===== src/rtl/cam_cfg_seq_pkg.sv =====
// Package: shared command encodings and sequencer states.
// Assumes the master decodes the command word as one-hot bits.
package cam_cfg_seq_pkg;
    localparam logic [3:0] CMD_START = 4'b0001;
    localparam logic [3:0] CMD_WRITE = 4'b0010;
    localparam logic [3:0] CMD_READ  = 4'b0100;
    localparam logic [3:0] CMD_STOP  = 4'b1000;

    typedef enum logic [1:0] {
        ST_SETTLE = 2'd0,
        ST_ISSUE  = 2'd1,
        ST_WAIT   = 2'd2,
        ST_FIN    = 2'd3
    } seq_state_t;

    // Phase inside one register write
    typedef enum logic [1:0] {
        PH_DEV  = 2'd0,
        PH_SUB  = 2'd1,
        PH_DATA = 2'd2
    } seq_phase_t;
endpackage


===== src/rtl/cfg_settle_timer.sv =====
// Power-up settling timer.
// Counts SETTLE_CYCLES clock edges after reset is released, then holds
// `expired` high until the next reset. Assumes SETTLE_CYCLES >= 1.
module cfg_settle_timer #(
    parameter int SETTLE_CYCLES = 1_000_000
) (
    input  logic clk,
    input  logic rst_n,
    output logic expired
);
    localparam int CW = $clog2(SETTLE_CYCLES + 1);

    logic [CW-1:0] cnt;

    // Count edges until the settling window has elapsed, then freeze
    always_ff @(posedge clk) begin
        if (!rst_n) begin
            cnt     <= '0;
            expired <= 1'b0;
        end else if (!expired) begin
            cnt <= cnt + 1'b1;
            if (cnt == CW'(SETTLE_CYCLES - 1))
                expired <= 1'b1;
        end
    end


    expire_count_chk: assert property (@(posedge clk) disable iff (!rst_n)
        $rose(expired) |-> cnt == CW'(SETTLE_CYCLES));


    expire_sticky_chk: assert property (@(posedge clk) disable iff (!rst_n)
        expired |=> expired);
endmodule


===== src/rtl/cfg_reg_table.sv =====
// Register table for the sensor.
// Maps an entry index to a {sub-address, data} pair. The content is a
// computed placeholder. Assumes the index is below REG_COUNT.
module cfg_reg_table #(
    parameter int REG_COUNT = 252,
    parameter int IW        = $clog2(REG_COUNT)
) (
    input  logic [IW-1:0] idx,
    output logic [7:0]    sub_addr,
    output logic [7:0]    wr_data
);
    logic [15:0] k;

    // Compute the placeholder pair for the selected entry
    always_comb begin
        k        = 16'(idx);
        sub_addr = 8'(k * 16'd3 + 16'd1);
        wr_data  = 8'(k * 16'd7) ^ 8'hA5;
    end
endmodule


===== src/rtl/cfg_walk_fsm.sv =====
// Table-walk control.
// Once the timer expires, it issues three master commands per table entry
// and waits for the done pulse after each one. After the last entry it
// parks in a final state that drives the ready flag.
// Assumes the master raises done only after it has seen a request.
module cfg_walk_fsm
    import cam_cfg_seq_pkg::*;
#(
    parameter int         REG_COUNT   = 252,
    parameter int         IW          = $clog2(REG_COUNT),
    parameter logic [7:0] SENSOR_ADDR = 8'h78
) (
    input  logic          clk,
    input  logic          rst_n,
    input  logic          timer_expired,
    input  logic          mst_done,
    input  logic [7:0]    ent_sub,
    input  logic [7:0]    ent_data,
    output logic [IW-1:0] ent_idx,
    output logic          mst_req,
    output logic [3:0]    mst_cmd,
    output logic [7:0]    mst_byte,
    output logic          cfg_ready
);
    seq_state_t state;
    seq_phase_t phase;
    logic       last_ent;

    assign last_ent = (ent_idx == IW'(REG_COUNT - 1));

    // Sequencing: settle -> (issue -> wait) x 3 x REG_COUNT -> final
    always_ff @(posedge clk) begin
        if (!rst_n) begin
            state   <= ST_SETTLE;
            phase   <= PH_DEV;
            ent_idx <= '0;
        end else begin
            case (state)
                ST_SETTLE: if (timer_expired) state <= ST_ISSUE;
                ST_ISSUE:  state <= ST_WAIT;
                ST_WAIT: begin
                    if (mst_done) begin
                        if (phase != PH_DATA) begin
                            phase <= seq_phase_t'(phase + 2'd1);
                            state <= ST_ISSUE;
                        end else if (last_ent) begin
                            state <= ST_FIN;
                        end else begin
                            phase   <= PH_DEV;
                            ent_idx <= ent_idx + 1'b1;
                            state   <= ST_ISSUE;
                        end
                    end
                end
                default: state <= ST_FIN;
            endcase
        end
    end

    // Command word and byte for the current phase
    always_comb begin
        case (phase)
            PH_DEV:  begin mst_cmd = CMD_START | CMD_WRITE; mst_byte = SENSOR_ADDR; end
            PH_SUB:  begin mst_cmd = CMD_WRITE;             mst_byte = ent_sub;     end
            default: begin mst_cmd = CMD_WRITE | CMD_STOP;  mst_byte = ent_data;    end
        endcase
    end

    assign mst_req   = (state == ST_ISSUE);
    assign cfg_ready = (state == ST_FIN);

    // Tracks whether a request is waiting for its done pulse (checking only)
    logic pending;
    always_ff @(posedge clk) begin
        if (!rst_n)        pending <= 1'b0;
        else if (mst_req)  pending <= 1'b1;
        else if (mst_done) pending <= 1'b0;
    end


    req_pulse_chk: assert property (@(posedge clk) disable iff (!rst_n)
        mst_req |=> !mst_req);


    no_overlap_chk: assert property (@(posedge clk) disable iff (!rst_n)
        mst_req |-> !pending);


    req_after_settle_chk: assert property (@(posedge clk) disable iff (!rst_n)
        mst_req |-> timer_expired);


    cmd_legal_chk: assert property (@(posedge clk) disable iff (!rst_n)
        mst_req |-> (mst_cmd == 4'b0011 || mst_cmd == 4'b0010 || mst_cmd == 4'b1010));


    ready_sticky_chk: assert property (@(posedge clk) disable iff (!rst_n)
        cfg_ready |=> cfg_ready);


    quiet_after_ready_chk: assert property (@(posedge clk) disable iff (!rst_n)
        cfg_ready |-> !mst_req);


    idx_range_chk: assert property (@(posedge clk) disable iff (!rst_n)
        ent_idx <= IW'(REG_COUNT - 1));
endmodule


===== src/rtl/cam_cfg_seq.sv =====
// Top of the sensor register initialisation sequencer.
// Joins the settling timer, the register table and the walk control.
// Assumes a synchronous active-low reset and a master that gives one
// done pulse per request.
module cam_cfg_seq #(
    parameter int         SETTLE_CYCLES = 1_000_000,
    parameter int         REG_COUNT     = 252,
    parameter logic [7:0] SENSOR_ADDR   = 8'h78
) (
    input  logic       clk,
    input  logic       rst_n,
    output logic       mst_req,
    output logic [3:0] mst_cmd,
    output logic [7:0] mst_byte,
    input  logic       mst_done,
    output logic       cfg_ready
);
    localparam int IW = (REG_COUNT > 1) ? $clog2(REG_COUNT) : 1;

    logic          expired;
    logic [IW-1:0] ent_idx;
    logic [7:0]    ent_sub;
    logic [7:0]    ent_data;

    cfg_settle_timer #(.SETTLE_CYCLES(SETTLE_CYCLES)) u_timer (
        .clk     (clk),
        .rst_n   (rst_n),
        .expired (expired)
    );

    cfg_reg_table #(.REG_COUNT(REG_COUNT), .IW(IW)) u_table (
        .idx      (ent_idx),
        .sub_addr (ent_sub),
        .wr_data  (ent_data)
    );

    cfg_walk_fsm #(.REG_COUNT(REG_COUNT), .IW(IW), .SENSOR_ADDR(SENSOR_ADDR)) u_fsm (
        .clk           (clk),
        .rst_n         (rst_n),
        .timer_expired (expired),
        .mst_done      (mst_done),
        .ent_sub       (ent_sub),
        .ent_data      (ent_data),
        .ent_idx       (ent_idx),
        .mst_req       (mst_req),
        .mst_cmd       (mst_cmd),
        .mst_byte      (mst_byte),
        .cfg_ready     (cfg_ready)
    );
endmodule


===== config.mk =====
export PLATFORM = sky130hd
export DESIGN_NAME = cam_cfg_seq
export DESIGN_NICKNAME = d
export VERILOG_FILES = /design/src/rtl/cam_cfg_seq_pkg.sv /design/src/rtl/cfg_settle_timer.sv /design/src/rtl/cfg_reg_table.sv /design/src/rtl/cfg_walk_fsm.sv /design/src/rtl/cam_cfg_seq.sv
export SDC_FILE = /design/constraint.sdc
export NUM_CORES = 1
export LEC_CHECK = 0
export CORE_ASPECT_RATIO = 1.1
export CORE_UTILIZATION = 51
export DETAILED_ROUTE_END_ITERATION = 10
export GPL_ROUTABILITY_DRIVEN = 0
export GPL_TIMING_DRIVEN = 0
export HOLD_SLACK_MARGIN = 0.15
export MAX_ROUTING_LAYER = met4
export PLACE_DENSITY_LB_ADDON = 0.08
export SLEW_MARGIN = 15
export SYNTH_ARGS = -nofsm -noshare
export SYNTH_HDL_FRONTEND = slang
export SYNTH_SLANG_ARGS = --single-unit

===== constraint.sdc =====
create_clock -name clk -period 6.65 [get_ports clk]
set_input_delay 1.33 -clock clk [delete_from_list [all_inputs] [get_ports clk]]
set_output_delay 1.33 -clock clk [all_outputs]
set_load 0.005 [all_outputs]

==> metrics.md, run 1 <==
| Metric | Value |
|---|---|
| Outcome | completed |
| Synth warn | 0 |
| Placed Cells | 310 |
| Worst Path Max Fanout | 10 |
| Clk slew on worst S/H paths | 0.07 ns |
| Count leader, synth | dfxtp_1 |
| Initial DRC count | 80 |
| Final slew viol count | 0 |
| Minimum clock period | 4.52 ns |
| FILL cells | 382 |
| List of most frequent post-synthesis cells | dfxtp_1 (33), xnor2_1 (25), and2_1 (23), ha_1 (16) |
| Post-Route Setup TNS | 0 ns |
| Clock root buffer | clkbuf_8 |
| Buffers on Ports | 14 |
| Synth unique cells | 49 |
| Syn nets | 269 |
| Max-cap violations | 0 |
| Slack of the critical path | 2.13 ns |
| Non-Filler Instances | 318 |
| Lkg Pwr | 1.06 nW |
| IO Pins | 17 |
| Register area share after synthesis | 29.7% |
| Combinational share of power | 2.9% |
| Cts repair resizes | 0 |
| CTS tree | done |
| Post-Synth Adder-Cell Area | 14.4% |
| Switch Pwr | 0.0000786 W |
| Longest Clk Path Bufs | 2 |
| Vias | 1676 |
| Cells after Synth | 244 |
| Async SR Flop Fraction | 0% |
| Total wire length | 4130 um |
| DR pass1 iterations | 4 |
| Initial antenna violation count | 0 |
| H-tree depth | 2 |
| Average size of a mapped cell | 9.10 um^2 |
| Crit end category | output pin |
| Mux cell area share after synthesis | 0.901% |
| Starting density of the core | 54.8% |
| Synth area leaders | dfxtp_1 (30%), xnor2_1 (9.9%), ha_1 (9.0%) |
| Vias in the first global route | 1576 |
| Core Area | 4050 um^2 |
| Sequential power share | 56.7% |
| Die H | 71.2 um |
| Critical path type | reg -> out |
| Ant diodes | 0 |
| Pwr dens | 142 nW/um^2 |
| First-pass GRT wire length | 7270 um |
| Die area | 4620 um^2 |
| CP arrival | 3.19 ns |
| RSZ-0062 raised after global routing | false |
| Clk pwr share | 40.4% |
| Largest family of logic cells by synthesized area | simple AND/OR/NAND/NOR gates |
| Share of post-route cells with drive strength above 1 | 6.39% |
| Hold Vio Cnt, Final | 0 |
| Top FF cell, synth | dfxtp_1 |
| GRT Residual Overflow | 0 |
| Xor and xnor area share after synthesis | 13.0% |
| Fin util | 61.9% |
| Reg area | 661 um^2 |
| Clock sink count | 33 |
| Worst Skew | 0.00645 ns |
| CP required | 5.32 ns |
| Synth-to-Final Area Change | 13.0% |
| Hold_buf cts | 0 |
| Synth Register Bits | 33 |
| CTS Buf Count | 5 |
| Post-synth top area share | 29.7% |
| Synth Area in Compound Gates | 10.9% |
| Clk_lat worst skew | 0.29 ns |
| Final net count | 290 |
| DRC Markers | 0 |
| Setup Buffers After CTS | 0 |
| Vias per std cell | 5.27 |
| Fmax | 0.221 GHz |
| Final worst path period share | 67.9% |
| Area of the multi-input gates | 1470 um^2 |
| Pre-CTS WS | 2.44 ns |
| Min-delay worst type | reg -> reg |
| Die W | 64.9 um |
| Synth Area in Simple Gates | 26.8% |
| Post-DRT Antenna Nets | 0 |
| Dpl hpwl | 3150 um |
| Synth Cell Area | 2220 um^2 |
| DR WL/cell | 13.0 um |
| Rows | 24 |
| Sw frac | 22.1% |
| Startpoint Class | flop |
| VDD IR max | 144 uV |
| Largest net degree at the start of global routing | 11 |
| Post-synth EDFFs | 0 |
| Area leader, netlist | dfxtp_1 |
| Final setup vio count | 0 |
| Internal power | 0.000277 W |
| Tot GR Track Use | 21.4% |
## metrics by stage
step / total power (W) / hold WS [ns] / cell area (um^2)
CTS: 0.000362 / 0.521 / 2510
finish: 0.000355 / 0.532 / 2510
global placement: 0.000216 / 0.488 / 2430
detailed placement: 0.000216 / 0.515 / 2430
floorplan: 0.000212 / 0.466 / 2220
global route: 0.000371 / 0.559 / 2510
## worst paths after layout
path                                       from                            end  slack, ns  cells after the start
setup / recovery  u_fsm.ent_idx[0]$_SDFFE_PN0P_                    mst_byte[6]       2.13                     10
hold / removal      u_timer.cnt[5]$_SDFFE_PN0N_    u_timer.cnt[5]$_SDFFE_PN0N_       0.53                      2
setup reg to reg  u_fsm.ent_idx[0]$_SDFFE_PN0P_  u_fsm.ent_idx[4]$_SDFFE_PN0P_       4.65                      7
hold reg to reg     u_timer.cnt[5]$_SDFFE_PN0N_    u_timer.cnt[5]$_SDFFE_PN0N_       0.53                      2
## cell usage in the layout, fill, tap and decap left out, types with 5 or more instances in the layout
cell,n
nand3_1,6
nand4_1,10
xor2_1,8
o21ai_0,12
clkbuf_1,5
and3_1,6
and2_1,23
dfxtp_1,33
a21oi_1,7
xnor2_1,25
fa_1,6
clkbuf_8,5
nor2b_1,10
clkdlybuf4s50_1,14
inv_1,8
ha_1,16
nand2_1,12
nor2_1,8
## state kept, by name, summed over array words and instances (netlist names)
signal / flops
u_fsm.ent_idx: 8
u_fsm.phase: 2
u_fsm.state: 2
u_timer.cnt: 20
u_timer.expired: 1
## layout make-up
class                   count  area share (%)
repair buffers             14            5.59
multi-input cells         194            58.7
plain buffers               9            2.29
inverters                   8            1.20
well taps                  52            2.59
flip-flops and latches     33            26.3
clock inverters             2           0.399
clock buffers               6            2.89
## power by group through the flow
stage | clock network (W) | registers, W | logic [W]
2_1_floorplan | 0 | 0.000205 | 0.00000684
3_3_place_gp | 0 | 0.000206 | 0.0000103
3_5_place_dp | 0 | 0.000206 | 0.0000106
4_1_cts | 0.000150 | 0.000201 | 0.0000106
5_1_grt | 0.000157 | 0.000201 | 0.0000119
6_report | 0.000144 | 0.000201 | 0.0000103
## layer usage
| layer | part of all wire [%] | track usage (%) |
|---|---|---|
| met1 | 54 | 29.3 |
| met2 | 42 | 29.4 |
| met3 | 2.1 | 4.30 |
| met4 | 1.7 | 10.9 |
| met5 | 0 | - |
## critical path, cell delays in order (launching register included)
cell and delay (ns):
dfxtp_1 0.43, fa_1 0.60, ha_1 0.20, inv_1 0.08, fa_1 0.41, inv_1 0.08, a21o_1 0.11, a21oi_1 0.08
xor2_1 0.15, a22oi_1 0.23, clkdlybuf4s50_1 0.53
## kinds of logic (layout without fill, tap and decap cells)
| kind of cell | Yosys count | count (layout) |
|---|---|---|
| XOR/XNOR | 33 | 33 |
| flip-flops | 33 | 33 |
| multiplexers | 2 | 2 |
| AND/OR/NAND/NOR | 96 | 96 |
| AO/OA/AOI/OAI | 39 | 39 |
| buffers and inverters | 17 | 39 |
| adder cells (fa/ha/maj) | 22 | 22 |
| other | 2 | 2 |
Note: power is estimated with default switching activity, not from simulation.
==> run 2, diff against run 1 <==
Clock period 6.65 ns to 3.7 ns, I/O delays scaled along.
==> metrics.md, run 2 (synthesis results as in run 1) <==
| Metric | Value |
|---|---|
| Outcome | completed |
| Sw frac | 22.3% (+0.17 points) |
| Met2 usage | 29.4% (unchanged) |
| Clock sink count | 33 (unchanged) |
| Slack of the critical path | 0.141 ns (-1.99 ns) |
| Placed Cells | 310 (unchanged) |
| IO Pins | 17 (unchanged) |
| Worst Skew | 0.00658 ns (+0.000138 ns) |
| Worst Path Max Fanout | 10 (unchanged) |
| Hold Vio Cnt, Final | 0 (unchanged) |
| Final worst path period share | 96.2% |
| Longest Clk Path Bufs | 2 (unchanged) |
| Fmax | 0.281 GHz |
| CP required | 2.96 ns (-2.36 ns) |
| Most common cell after layout, fill and taps aside | dfxtp_1 |
| FILL cells | 382 (unchanged) |
| Synth-to-Final Area Change | 13.9% |
| Vias | 1697 (+1.3%) |
| Met3 Resource Use GR | 4.30% (unchanged) |
| CTS Buf Count | 5 (unchanged) |
| Buffers on Ports | 14 (unchanged) |
| RSZ-0062 raised after global routing | false |
| Initial antenna violation count | 0 (unchanged) |
| Ant diodes | 0 (unchanged) |
| GRT Residual Overflow | 0 (unchanged) |
| Combinational share of power | 2.9% (about the same) |
| Die H | 71.2 um (unchanged) |
| Post-Route Setup TNS | 0 ns (unchanged) |
| Lkg Pwr | 1.06 nW (-0.10%) |
| Vias in the first global route | 1576 (unchanged) |
| Starting density of the core | 54.8% (unchanged) |
| Core Area | 4050 um^2 (unchanged) |
| Largest registers | u_timer.cnt (20), u_fsm.ent_idx (8) |
| Clock root buffer | clkbuf_8 |
| Die W | 64.9 um (unchanged) |
| DR WL/cell | 13.1 um (+0.46%) |
| DR pass1 iterations | 4 (unchanged) |
| Dpl hpwl | 3150 um (unchanged) |
| Clk_lat worst skew | 0.29 ns (about the same) |
| Reg2reg path depth | 7 (unchanged) |
| Pwr dens | 252 nW/um^2 (+78%) |
| Most Crowded Layer GR | met2 |
| Non-Filler Instances | 318 (unchanged) |
| VDD IR max | 259 uV (+79%) |
| Pre-CTS WS | 0.0828 ns (-2.36 ns) |
| Critical path type | reg -> out |
| Top reg by flops | u_timer.cnt |
| Vias per std cell | 5.34 (+1.3%) |
| Share of post-route cells with drive strength above 1 | 9.02% (+2.6 points) |
| Clk slew on worst S/H paths | 0.07 ns (about the same) |
| Tot GR Track Use | 21.4% (unchanged) |
| Sequential power share | 56.4% (-0.3 points) |
| H-tree depth | 2 (unchanged) |
| Met1 Use GR | 29.3% (unchanged) |
| First-pass GRT wire length | 7270 um (unchanged) |
| Switch Pwr | 0.000142 W (+81%) |
| Final net count | 290 (unchanged) |
| Rows | 24 (unchanged) |
| Minimum clock period | 3.56 ns |
| CTS tree | done |
| Max-cap violations | 0 (unchanged) |
| Cells on Worst Hold Path | 2 (unchanged) |
| CP arrival | 2.82 ns (-0.37 ns) |
| Startpoint Class | flop |
| Most frequent cells in the layout | dfxtp_1 (28), xnor2_1 (25), and2_1 (23), ha_1 (15), clkdlybuf4s50_1 (13) |
| Final setup vio count | 0 (unchanged) |
| Final slew viol count | 0 (unchanged) |
| Min-delay worst type | reg -> reg |
| Largest net degree at the start of global routing | 11 (unchanged) |
| Die area | 4620 um^2 (unchanged) |
| Post-DRT Antenna Nets | 0 (unchanged) |
| Internal power | 0.000495 W (+79%) |
| DRC Markers | 0 (unchanged) |
| Crit end category | output pin |
| Clk pwr share | 40.6% (+0.2 points) |
| Initial DRC count | 79 (-1.3%) |
| Total wire length | 4150 um (+0.46%) |
| Max FFs per register | 20 (unchanged) |
-- run 2: cell count changes in the layout (fill, tap and decap cells not counted), sizes merged --
cell | previous run | this run
clkdlybuf4s50 | 14 | 13
dlygate4sd2 | 0 | 1
-- run 2: repair_timing --
action | 4_1_cts | 5_1_grt
resized for setup | 6 | 5
setup endpoints to repair | 2 | 3
buffers inserted | 0 | 0
pin swaps | 0 | 0
hold buffers | 0 | 0
gates cloned | 0 | 0
hold endpoints to repair | 0 | 0
-- run 2: per-layer routing --
| metal | wire length (um) | vias to the layer above |
|---|---|---|
| met1 | 2210 | 793 |
| met2 | 1760 | 19 |
| met3 | 117 | 6 |
| met4 | 65 | 0 |
| li1 | - | 879 |
| met5 | 0 | - |
-- run 2: worst max-delay path, stage by stage, from the launching register on --
cell	delay, ns
dfxtp_4	0.39
fa_1	0.57
ha_2	0.21
inv_1	0.06
fa_1	0.41
inv_1	0.08
a21o_1	0.11
a21oi_1	0.08
xor2_1	0.15
a22oi_1	0.22
dlygate4sd2_1	0.26
-- run 2: per-stage QoR --
stage	hold slack, ns	total power (W)	util (%)	cell area (um^2)
6_report	0.532	0.000637	62.4	2530
5_1_grt	0.559	0.000664	62.4	2530
4_1_cts	0.521	0.000650	62.0	2510
3_5_place_dp	0.515	0.000389	59.8	2430
3_3_place_gp	0.488	0.000388	59.8	2430
2_1_floorplan	0.466	0.000382	-	2220
-- run 2: power by group through the flow --
stage          combinational, W  clock (W)  sequential (W)
3_5_place_dp          0.0000190          0        0.000370
4_1_cts               0.0000191   0.000270        0.000361
3_3_place_gp          0.0000185          0        0.000370
2_1_floorplan         0.0000123          0        0.000369
6_report              0.0000186   0.000259        0.000360
5_1_grt               0.0000214   0.000282        0.000360
-- run 2: cell type report --
| cell class | instances | area, um^2 | share of cell area, % |
|---|---|---|---|
| clock buffers | 6 | 72.6 | 2.87 |
| well taps | 52 | 65.1 | 2.57 |
| clock inverters | 2 | 10.0 | 0.396 |
| repair buffers | 14 | 139 | 5.49 |
| flip-flops and latches | 33 | 674 | 26.7 |
| inverters | 8 | 30.0 | 1.19 |
| plain buffers | 9 | 57.6 | 2.28 |
| multi-input cells | 194 | 1480 | 58.5 |
-- run 2: path summary, 6_finish.rpt --
path	from	to	slack [ns]
min	u_timer.cnt[5]$_SDFFE_PN0N_	u_timer.cnt[5]$_SDFFE_PN0N_	0.53
max	u_fsm.ent_idx[0]$_SDFFE_PN0P_	mst_byte[6]	0.14
max reg2reg	u_fsm.ent_idx[1]$_SDFFE_PN0P_	u_fsm.ent_idx[4]$_SDFFE_PN0P_	1.90
min reg2reg	u_timer.cnt[5]$_SDFFE_PN0N_	u_timer.cnt[5]$_SDFFE_PN0N_	0.53
==> run 3, diff against run 2 <==
Clock period 3.7 ns to 3.3 ns, I/O delays scaled along.
==> metrics.md, run 3 (synthesis results as in run 1) <==
| Metric | Value |
|---|---|
| Hold_buf cts | 0 (unchanged) |
| Fin util | 64.7% (+2.3 points) |
| VDD IR max | 287 uV (+11%) |
| CTS tree | done |
| Vias per std cell | 5.29 (-0.79%) |
| CP required | 2.64 ns (-0.32 ns) |
| Core Area | 4050 um^2 (unchanged) |
| Tot GR Track Use | 21.9% (+0.54 points) |
| Initial DRC count | 90 (+14%) |
| H-tree depth | 2 (unchanged) |
| Final slew viol count | 0 (unchanged) |
| Top reg by flops | u_timer.cnt |
| Crit end category | output pin |
| Largest net degree at the start of global routing | 11 (unchanged) |
| GRT Residual Overflow | 0 (unchanged) |
| Min-delay worst type | reg -> reg |
| CP arrival | 2.62 ns (-0.20 ns) |
| Final setup vio count | 0 (unchanged) |
| Final worst path period share | 99.4% |
| Clk slew on worst S/H paths | 0.07 ns (about the same) |
| Minimum clock period | 3.28 ns |
| Rows | 24 (unchanged) |
| Post-route cell area | 2620 um^2 (+3.7%) |
| Max FFs per register | 20 (unchanged) |
| FILL cells | 371 (-2.9%) |
| Placed Cells | 310 (unchanged) |
| DRC Markers | 0 (unchanged) |
| Worst Skew | 0.00671 ns (+0.000132 ns) |
| Fmax | 0.305 GHz |
| Hold Vio Cnt, Final | 0 (unchanged) |
| DR pass1 iterations | 4 (unchanged) |
| Non-Filler Instances | 323 (+1.6%) |
| IO Pins | 17 (unchanged) |
| Dpl hpwl | 3150 um (unchanged) |
| Lkg Pwr | 1.09 nW (+2.9%) |
| Most frequent cells in the layout | dfxtp_1 (28), xnor2_1 (24), and2_1 (23), ha_1 (13) |
| Die H | 71.2 um (unchanged) |
| Total wire length | 4290 um (+3.3%) |
| Outcome | completed |
| Longest Clk Path Bufs | 2 (unchanged) |
| Area post-placement | 2430 um^2 (unchanged) |
| DR WL/cell | 13.3 um (+1.7%) |
| Final net count | 295 (+1.7%) |
| Worst Path Max Fanout | 6 (-4) |
| Clk_lat worst skew | 0.29 ns (about the same) |
| Critical path type | reg -> out |
| Ant diodes | 0 (unchanged) |
| Initial antenna violation count | 0 (unchanged) |
| Synth-to-Final Area Change | 18.1% |
| Vias in the first global route | 1606 (+1.9%) |
| Pwr dens | 272 nW/um^2 (+7.9%) |
| Most common cell after layout, fill and taps aside | dfxtp_1 |
| Clock sink count | 33 (unchanged) |
| Starting density of the core | 54.8% (unchanged) |
| Post-DRT Antenna Nets | 0 (unchanged) |
| Buffers on Ports | 14 (unchanged) |
| Die area | 4620 um^2 (unchanged) |
| Vias | 1710 (+0.77%) |
| Max-cap violations | 0 (unchanged) |
| First-pass GRT wire length | 7440 um (+2.3%) |
| Clock root buffer | clkbuf_8 |
| Startpoint Class | flop |
| Die W | 64.9 um (unchanged) |
| RSZ-0062 raised after global routing | true |
| Share of post-route cells with drive strength above 1 | 13.7% (+4.6 points) |
| CTS Buf Count | 5 (unchanged) |
| Largest registers | u_timer.cnt (20), u_fsm.ent_idx (8) |
-- run 3: cell count changes in the layout (fill, tap and decap cells not counted), moves of 2 or more --
cell             before  now
buf_4                 2    7
clkdlybuf4s50_1      13   10
ha_4                  0    3
fa_1                  6    4
a21oi_1               7    5
dfxtp_2               2    0
ha_1                 15   13
dfxtp_4               3    5
a21oi_2               0    2
fa_2                  0    2
-- run 3: repair_timing --
| item | in CTS | in global routing |
|---|---|---|
| pin swaps | 9 | 5 |
| endpoints found under the setup margin | 5 | 4 |
| gates resized for setup | 19 | 8 |
| setup buffers | 2 | 3 |
| endpoints found under the hold margin | 0 | 0 |
-- run 3: report_power, final --
group | internal (W) | switching [W]
Sequential | 0.000397 | 0.00000465
Combinational | 0.0000107 | 0.0000101
Clock | 0.000146 | 0.000145
Total | 0.000554 | 0.000159
-- run 3: layout make-up --
class                   instances  area, um^2  area share [%]
plain buffers                   9        57.6            2.19
clock buffers                   6        72.6            2.77
clock inverters                 2        10.0           0.382
inverters                       8        30.0            1.15
multi-input cells             194        1540            58.5
flip-flops and latches         33         679            25.9
well taps                      52        65.1            2.48
repair buffers                 19         173            6.58
-- run 3: metal layers --
metal / GRT usage [%] / vias up / part of all wire [%]
met2: 30.6 / 20 / 43
met4: 10.9 / 0 / 1.8
met3: 4.30 / 7 / 3.8
li1: - / 889 / -
met1: 29.9 / 794 / 52
met5: - / - / 0
-- run 3: critical path, stage by stage, from the launching register on --
cell and delay, ns:
dfxtp_4 0.37, fa_2 0.60, ha_4 0.14, inv_1 0.06
fa_2 0.37, inv_1 0.07, a21o_1 0.13, a21oi_2 0.07
xor2_1 0.14, a22oi_1 0.22, buf_2 0.15
-- run 3: final timing paths --
| path | from | endpoint | slack (ns) | depth (start not counted) |
|---|---|---|---|---|
| setup reg to reg | u_fsm.ent_idx[1]$_SDFFE_PN0P_ | u_fsm.ent_idx[4]$_SDFFE_PN0P_ | 1.45 | 8 |
| hold reg to reg | u_timer.cnt[5]$_SDFFE_PN0N_ | u_timer.cnt[5]$_SDFFE_PN0N_ | 0.53 | 2 |
| setup / recovery | u_fsm.ent_idx[1]$_SDFFE_PN0P_ | mst_byte[6] | 0.02 | 10 |
| hold / removal | u_timer.cnt[5]$_SDFFE_PN0N_ | u_timer.cnt[5]$_SDFFE_PN0N_ | 0.53 | 2 |
-- run 3: per-stage QoR --
step	total power (W)	hold WS, ns	setup WS, ns	TNS, ns
6_report	0.000713	0.532	0.0200	0
3_3_place_gp	0.000435	0.488	-0.151	-0.201
2_1_floorplan	0.000428	0.466	0.518	0
3_5_place_dp	0.000436	0.515	-0.237	-0.301
4_1_cts	0.000725	0.521	-0.141	-0.141
5_1_grt	0.000742	0.559	-0.0774	-0.124
